===== src/rtl/rdg_pkg.sv =====
package rdg_pkg;
  typedef enum logic [1:0] {
    BW_HELD  = 2'd0,
    BW_COUNT = 2'd1,
    BW_OPEN  = 2'd2
  } blank_mode_t;
endpackage


===== src/rtl/rdg_blank_win.sv =====
module rdg_blank_win #(
  parameter int WIN_TICKS = 40
) (
  input  logic clk,
  input  logic rst,
  input  logic tick_en,
  input  logic area_start,
  input  logic check_end,
  output logic blk_rd
);
  import rdg_pkg::*;
  localparam int WIN_W = (WIN_TICKS > 1) ? $clog2(WIN_TICKS) : 1;
  localparam logic [WIN_W-1:0] WIN_LOAD = WIN_W'(WIN_TICKS - 1);

  blank_mode_t      mode;
  logic [WIN_W-1:0] cnt;

  always_ff @(posedge clk) begin
    if (rst) begin
      mode   <= BW_HELD;
      cnt    <= '0;
      blk_rd <= 1'b1;
    end else if (tick_en) begin
      if (check_end) begin
        mode   <= BW_HELD;
        blk_rd <= 1'b1;
      end else if (area_start) begin
        mode   <= BW_COUNT;
        cnt    <= WIN_LOAD;
        blk_rd <= 1'b1;
      end else if (mode == BW_COUNT) begin
        if (cnt == '0) begin
          mode   <= BW_OPEN;
          blk_rd <= 1'b0;
        end else begin
          cnt <= cnt - 1'b1;
        end
      end
    end
  end
endmodule


===== src/rtl/rdg_gap_timer.sv =====
module rdg_gap_timer #(
  parameter int GAP_TICKS = 8
) (
  input  logic clk,
  input  logic rst,
  input  logic tick_en,
  input  logic blk_rd,
  input  logic area_start,
  input  logic check_end,
  input  logic data_pulse,
  output logic rd_gate
);
  localparam int GAP_W = (GAP_TICKS > 1) ? $clog2(GAP_TICKS) : 1;
  localparam logic [GAP_W-1:0] GAP_LOAD = GAP_W'(GAP_TICKS - 1);

  logic             armed;
  logic [GAP_W-1:0] cnt;

  always_ff @(posedge clk) begin
    if (rst) begin
      armed   <= 1'b0;
      cnt     <= '0;
      rd_gate <= 1'b0;
    end else if (tick_en) begin
      if (check_end) begin
        armed   <= 1'b0;
        rd_gate <= 1'b0;
      end else if (area_start) begin
        armed <= 1'b0;
      end else if (!rd_gate && !blk_rd) begin
        if (data_pulse) begin
          armed <= 1'b1;
          cnt   <= GAP_LOAD;
        end else if (armed) begin
          if (cnt == '0) begin
            armed   <= 1'b0;
            rd_gate <= 1'b1;
          end else begin
            cnt <= cnt - 1'b1;
          end
        end
      end
    end
  end
endmodule


===== src/rtl/rdg_sync_watch.sv =====
module rdg_sync_watch #(
  parameter int HALF_CELLS = 16
) (
  input  logic clk,
  input  logic rst,
  input  logic tick_en,
  input  logic rd_gate,
  input  logic clk_pulse,
  output logic sync_miss
);
  localparam int PH_W = (HALF_CELLS > 1) ? $clog2(HALF_CELLS) : 1;
  localparam logic [PH_W-1:0] PH_LAST = PH_W'(HALF_CELLS - 1);

  logic [PH_W-1:0] ph;

  always_ff @(posedge clk) begin
    if (rst) begin
      ph        <= '0;
      sync_miss <= 1'b0;
    end else begin
      sync_miss <= 1'b0;
      if (tick_en) begin
        if (rd_gate) begin
          sync_miss <= (ph == '0) && !clk_pulse;
          ph        <= (ph == PH_LAST) ? '0 : ph + 1'b1;
        end else begin
          ph <= '0;
        end
      end
    end
  end
endmodule


===== src/rtl/rdg_read_ctrl.sv =====
module rdg_read_ctrl #(
  parameter int WIN_TICKS  = 40,
  parameter int GAP_TICKS  = 8,
  parameter int HALF_CELLS = 16
) (
  input  logic clk,
  input  logic rst,
  input  logic tick_en,
  input  logic area_start,
  input  logic data_pulse,
  input  logic clk_pulse,
  input  logic check_end,
  output logic blk_rd,
  output logic rd_gate,
  output logic sync_miss
);
  rdg_blank_win #(.WIN_TICKS(WIN_TICKS)) u_blank (
    .clk(clk), .rst(rst), .tick_en(tick_en),
    .area_start(area_start), .check_end(check_end), .blk_rd(blk_rd)
  );

  rdg_gap_timer #(.GAP_TICKS(GAP_TICKS)) u_gap (
    .clk(clk), .rst(rst), .tick_en(tick_en), .blk_rd(blk_rd),
    .area_start(area_start), .check_end(check_end),
    .data_pulse(data_pulse), .rd_gate(rd_gate)
  );

  rdg_sync_watch #(.HALF_CELLS(HALF_CELLS)) u_sync (
    .clk(clk), .rst(rst), .tick_en(tick_en), .rd_gate(rd_gate),
    .clk_pulse(clk_pulse), .sync_miss(sync_miss)
  );
endmodule


===== config.mk =====
export PLATFORM = sky130hd
export DESIGN_NAME = rdg_read_ctrl
export DESIGN_NICKNAME = d
export VERILOG_FILES = /design/src/rtl/rdg_pkg.sv /design/src/rtl/rdg_blank_win.sv /design/src/rtl/rdg_gap_timer.sv /design/src/rtl/rdg_sync_watch.sv /design/src/rtl/rdg_read_ctrl.sv
export SDC_FILE = /design/constraint.sdc
export NUM_CORES = 1
export LEC_CHECK = 0
export BUFFER_PORTS_ARGS = -buffer_cell sky130_fd_sc_hd__buf_2
export CAP_MARGIN = 20
export CORE_MARGIN = 2
export CORE_UTILIZATION = 51
export CTS_CLUSTER_SIZE = 12
export DETAILED_ROUTE_END_ITERATION = 8
export PLACE_DENSITY = 0.82
export SLEW_MARGIN = 30
export SYNTH_ARGS = -nofsm -noshare
export SYNTH_HDL_FRONTEND = slang
export SYNTH_SLANG_ARGS = --single-unit

===== constraint.sdc =====
create_clock -name clk -period 1.45 [get_ports clk]
set_clock_uncertainty 0.05 [all_clocks]
set_input_delay 0.29 -clock clk [delete_from_list [all_inputs] [get_ports clk]]
set_output_delay 0.29 -clock clk [all_outputs]
set_load 0.02 [all_outputs]

==> out/qor.yml, run 1 <==
status:
  status: "complete, but fails checks"
  failed_checks: "negative setup slack"
routing:
  drt.antenna.violating_nets: 0
  drt_iter0_drc: 24
  drcViolationCount: 0
  viasPerCell: 5.68
  routedWlPerCell_um: 13.5
  routed_wl_um: 2290
  via_count: 966
  dr.pass1.iters: 6
sta:
  timing.final.ws_setup_ns: -0.0379
  setup_viol: 3
  tightest_slew_ns: 0.325
  drv_slew: 0
  fmax_mhz: 672
  maxSlewHeadroom_pct: 78.3
  hold_slack_ns: 0.174
  finalCritPeriodShare_pct: 103
  grt_setup_unrepaired: "true"
  layout_min_cycle_time_ns: 1.49
  hold_violations: 0
  tns_ns: -0.0498
die:
  die-area_mm2: 0.00252
  die_w_um: 50.2
  rows: 16
  io_pins: 10
  start_util_pct: 54.9
  core_mm2: 0.00198
  die_height_um: 50.2
global_route:
  antenna_found_initial: 0
  grt_max_degree: 17
  grt_pass1_wl_um: 4030
  track_usage_pct: 21.0
  grt_overflow_total: 0
  grt_pass1_vias: 894
power_and_ir_drop:
  p_leak_nw: 0.508
  vdd_drop_max_mv: 0.752
  pwr_density_cell_mw_per_mm2: 756
clock_network:
  clock_path_buffers: 2
  clkLatencyLatePin_ns: 0.31
  cts.sinks: 19
  hold_buffers: 0
  clk_pin_slew_ns: 0.12
  cts_tree: "done"
  cts_root_buf: "clkbuf_4"
  cts-buffers-inserted: 3
  htreeDepth: 1
worst_setup_path:
  path_max_fanout: 3
  cp-end-kind: "flip-flop"
  worst-endpoint-arrival_ns: 1.65
  required_ns: 1.62
  critPathKind: "reg2reg"
  worstSetupStartpointType: "flip-flop"
final_layout:
  finalInstanceArea_mm2: 0.00131
  drive_gt1_share_pct: 35.0
  area_growth_pct: 20.5
  final_cells: 170
  finalNetCount: 157
  diodes: 0
place:
  pre_cts_ws_ns: -0.127
  port_buffers: 9
  dp_hpwl_um: 1730
  post_dp_cell_area_mm2: 0.00121
  placed_cells: 164
  place.gp.congestion: 0.845
synthesis:
  synth_edf_count: 0
  yosysTopAreaCellShare_pct: 35.0
  yosysSeqAreaShare_pct: 35.0
  syn_inst: 124
  ys_ff_latch: 19
  ys_top_cells_by_area: "dfxtp_1, ha_1, a21oi_1"
  synth_warnings: 0
  syn-num-nets: 137
  yosys.area.top_type: "dfxtp_1"
  synth_area_mm2: 0.00109
  yosys_most_used_dff: "dfxtp_1"
  syn_area_per_cell_um2: 8.77
  async_flop_share_pct: 0
  ys_types: 41
flow_run:
  maxCapViolations: 0
min_path:
  min_path_type: "in2reg"
## registers in the layout (all words and copies together), names as in the netlist
register	flops
u_blank.blk_rd	1
u_blank.cnt	6
u_blank.mode	2
u_gap.armed	1
u_gap.cnt	3
u_gap.rd_gate	1
u_sync.ph	4
u_sync.sync_miss	1
## path summary, 6_finish.rpt
| kind | start | end | slack [ns] | cells past startpoint |
|---|---|---|---|---|
| worst max-delay path | u_blank.cnt[1] | u_blank.cnt[0] | -0.04 | 6 |
| worst min-delay path | clk_pulse | u_sync.sync_miss | 0.17 | 3 |
| worst max register to register | u_blank.cnt[1] | u_blank.cnt[0] | -0.04 | 6 |
| worst min register to register | u_blank.mode[1] | u_blank.mode[1] | 0.45 | 2 |
## stage by stage
step	utilization (%)	power (mW)
after floorplan	-	0.648
after global placement	61.0	0.685
after detailed placement	61.0	0.692
after CTS	64.2	0.993
after global routing	66.1	1.04
final	66.1	0.990
## per-layer routing
layer / up-vias / share of wire (%) / global-route usage (%)
met3: 2 / 3.4 / 3.57
met4: 0 / 0.57 / 6.94
met2: 20 / 48 / 32.7
met1: 453 / 48 / 29.4
met5: - / 0 / 0
li1: 491 / - / -
## cells in the mapped netlist (2+ instances only)
cell and n:
nand4_1 2, nor3_1 5, nor2b_1 3, nor3b_1 2
inv_1 14, buf_2 2, ha_1 6, nand3_1 4
o21ai_0 4, a221oi_2 3, a311oi_1 2, nand2_1 5
nor2_1 12, dfxtp_1 19, nand2b_1 3, a211oi_1 2
a21oi_1 12
## logic make-up after synthesis
family | synth area share (%)
buf+inv | 7.13
flops | 35.0
fa+ha+maj | 6.90
mux | 0.921
simple gates | 25.8
compound gates | 24.3
## worst max-delay path, cell delays in order (launching register included)
cell and delay [ns]:
dfxtp_2 0.35, inv_2 0.05, ha_4 0.15, nor3b_4 0.14, a221oi_2 0.33, nor2_1 0.09, a311oi_1 0.24
## power by group
| group | total (mW) | internal, mW | leakage [nW] | switching (mW) |
|---|---|---|---|---|
| Combinational | 0.158 | 0.0723 | 0.338 | 0.0859 |
| Sequential | 0.543 | 0.532 | 0.156 | 0.0104 |
| Clock | 0.289 | 0.105 | 0.0139 | 0.184 |
| Total | 0.990 | 0.710 | 0.508 | 0.280 |
## what timing repair did
item	4_1_cts	5_1_grt
pin swaps	8	8
cloned	0	0
endpoints found under the setup margin	6	10
setup buffers	1	1
gates resized for setup	7	7
hold endpoints to repair	0	0
## placed cells by master, fill, tap and decap left out, drive strengths merged, types with 2 or more instances in the layout
| cell type | instances |
|---|---|
| dfxtp | 19 |
| buf | 19 |
| inv | 14 |
| a21oi | 12 |
| nor2 | 12 |
| nor3 | 6 |
| ha | 6 |
| nand2 | 5 |
| o21ai | 4 |
| nand3 | 4 |
| a221oi | 4 |
| nand2b | 4 |
| clkbuf | 3 |
| nor3b | 3 |
| nor2b | 3 |
| a211oi | 3 |
| nand4 | 2 |
| a311oi | 2 |
| a31o | 2 |
## area by class of cell
type                       instances  area (um2)
fill                             152         672
multi-input combinational         87         688
sequential                        19         385
inverter                          14        52.6
timing repair buffer              19         120
clock buffer                       3        22.5
tap                               27        33.8
clock inverter                     1        7.51
Power figures use the tool's default switching activity.
==> inputs of run 2 (changes only) <==
--- a/config.mk
+++ b/config.mk
@@ -8,10 +8,10 @@
 export BUFFER_PORTS_ARGS = -buffer_cell sky130_fd_sc_hd__buf_2
 export CAP_MARGIN = 20
 export CORE_MARGIN = 2
-export CORE_UTILIZATION = 51
+export CORE_UTILIZATION = 50
 export CTS_CLUSTER_SIZE = 12
 export DETAILED_ROUTE_END_ITERATION = 8
-export PLACE_DENSITY = 0.82
+export PLACE_DENSITY = 0.81
 export SLEW_MARGIN = 30
 export SYNTH_ARGS = -nofsm -noshare
 export SYNTH_HDL_FRONTEND = slang
==> run 2 against run 1 <==
Compared with the run above:
- the flow still finishes with violations (negative setup slack)
- hold slack improved by 0.0024 ns
- global-route usage shrank 0.14 points
- non-clock buffer count is 1 higher
- fmax up 2.2%
- utilization decreased by 1.2 points
- combinational power rose by 3%
- critical path depth is the same
- register-to-register slack improved by 0.03 ns
- count of clock-buffer cells in the layout unchanged
- first-iteration DRC count shrank 54%
==> out/qor.yml, run 2 (synthesis results as in run 1) <==
worst_setup_path:
  worst-endpoint-arrival_ns: 1.61
  path_max_fanout: 3
  reg2reg_from: "u_blank.cnt[1]"
  cp-end-kind: "flip-flop"
  critPathKind: "reg2reg"
  crit_end: "u_blank.cnt[0]"
  timing.rr.end: "u_blank.cnt[0]"
  crit_start: "u_blank.cnt[1]"
  rr_worst_depth: 6
  required_ns: 1.61
  worstSetupStartpointType: "flip-flop"
  rrSetupSlack_ns: -0.006
power_and_ir_drop:
  pwr_density_cell_mw_per_mm2: 763
  vdd_drop_max_mv: 0.656
  p_leak_nw: 0.510
  p_total_uw: 991
routing:
  drt.antenna.violating_nets: 0
  via_count: 1001
  drt_iter0_drc: 11
  viasPerCell: 5.85
  dr.pass1.iters: 4
  drcViolationCount: 0
  routed_wl_um: 2390
  routedWlPerCell_um: 14.0
flow_run:
  maxCapViolations: 0
place:
  port_buffers: 9
  dp_hpwl_um: 1790
  place.gp.congestion: 0.782
die:
  die-area_mm2: 0.00256
  die_height_um: 50.6
  rows: 16
  core_mm2: 0.00200
  io_pins: 10
  start_util_pct: 54.3
  die_w_um: 50.6
sta:
  finalCritPeriodShare_pct: 100
  tightest_slew_ns: 0.378
  grt_setup_unrepaired: "true"
  hold_slack_ns: 0.177
  setup_viol: 1
  maxSlewHeadroom_pct: 74.8
  layout_min_cycle_time_ns: 1.46
  fmax_mhz: 687
  drv_slew: 0
  timing.final.ws_setup_ns: -0.00626
  hold_violations: 0
clock_network:
  htreeDepth: 1
  cts_tree: "done"
  clock_path_buffers: 2
  cts-buffers-inserted: 3
  clkLatencyLatePin_ns: 0.31
  cts_root_buf: "clkbuf_4"
  cts.sinks: 19
  clk_pin_slew_ns: 0.12
status:
  status: "complete, but fails checks"
  failed_checks: "negative setup slack"
global_route:
  grt_overflow_total: 0
  grt_pass1_vias: 961
  track_usage_pct: 20.9
  grt_max_degree: 17
  grt_pass1_wl_um: 4040
  antenna_found_initial: 0
final_layout:
  nFillCells: 176
  finalNetCount: 158
  largest_register_ff_count: 6
  mostFrequentLayoutCells: "dfxtp_1, a21oi_1, inv_1, nor2_1, buf_4"
  diodes: 0
  area_growth_pct: 19.4
  final_common_cell: "dfxtp_1"
  top_register: "u_blank.cnt"
  reg_top3: "u_blank.cnt: 6 flops, u_sync.ph: 4 flops, u_gap.cnt: 3 flops"
  drive_gt1_share_pct: 34.7
min_path:
  min_path_type: "in2reg"
==> run 2: cell type report <==
class / instances / area, um2 / area share, %
inverter: 14 / 52.6 / 4.05
multi-input combinational: 87 / 674 / 51.9
sequential: 19 / 383 / 29.5
timing repair buffer: 20 / 128 / 9.83
tap: 27 / 33.8 / 2.60
clock inverter: 1 / 5.00 / 0.385
clock buffer: 3 / 22.5 / 1.73
==> run 2: critical path, stage by stage (launching register included) <==
cell and delay (ns):
dfxtp_2 0.35, inv_2 0.05, ha_4 0.15, nor3b_2 0.15
a221oi_2 0.31, nor2_1 0.07, a311oi_1 0.23
==> run 2: repair_timing <==
action / 4_1_cts / 5_1_grt
hold buffers: 0 / 0
pin swaps: 9 / 3
endpoints found under the setup margin: 6 / 9
gates resized for setup: 7 / 5
setup buffers: 2 / 0
gates cloned: 0 / 0
==> run 2: power by group <==
| part | internal, mW | leakage (nW) | switching (mW) |
|---|---|---|---|
| registers | 0.532 | 0.155 | 0.0100 |
| logic | 0.0730 | 0.338 | 0.0898 |
| clock network | 0.103 | 0.0177 | 0.183 |
| total | 0.708 | 0.510 | 0.283 |
==> run 2: worst min-delay path by stage <==
| stage | from | end | depth (start not counted) |
|---|---|---|---|
| after global placement | u_blank.mode[1] | u_blank.mode[1] | 2 |
| after detailed placement | u_blank.mode[1] | u_blank.mode[1] | 2 |
| after floorplan | u_blank.cnt[0] | u_blank.cnt[0] | 1 |
| after global routing | clk_pulse | u_sync.sync_miss | 3 |
| final | clk_pulse | u_sync.sync_miss | 3 |
| after CTS | clk_pulse | u_sync.sync_miss | 3 |
==> run 2: layer usage <==
layer  GRT usage [%]  share of wire [%]  vias up
li1                -                  -      483
met1            23.3                 43      489
met2            37.9                 52       27
met3            6.55                3.9        2
met4            5.41               0.59        0
met5               0                  0        -
==> run 2: stage by stage <==
stage                     setup TNS [ns]  std cells  utilization [%]  instance area, um2  worst slack (ns)
final                           -0.00626        171             64.9                1300          -0.00626
after global placement          -0.00143        165             60.8                1220          -0.00143
after CTS                              0        171             64.0                1280           0.00485
after detailed placement          -0.246        165             60.8                1220           -0.0654
after floorplan                        0        124                -                1100          0.000644
after global routing              -0.328        171             64.9                1300           -0.0654
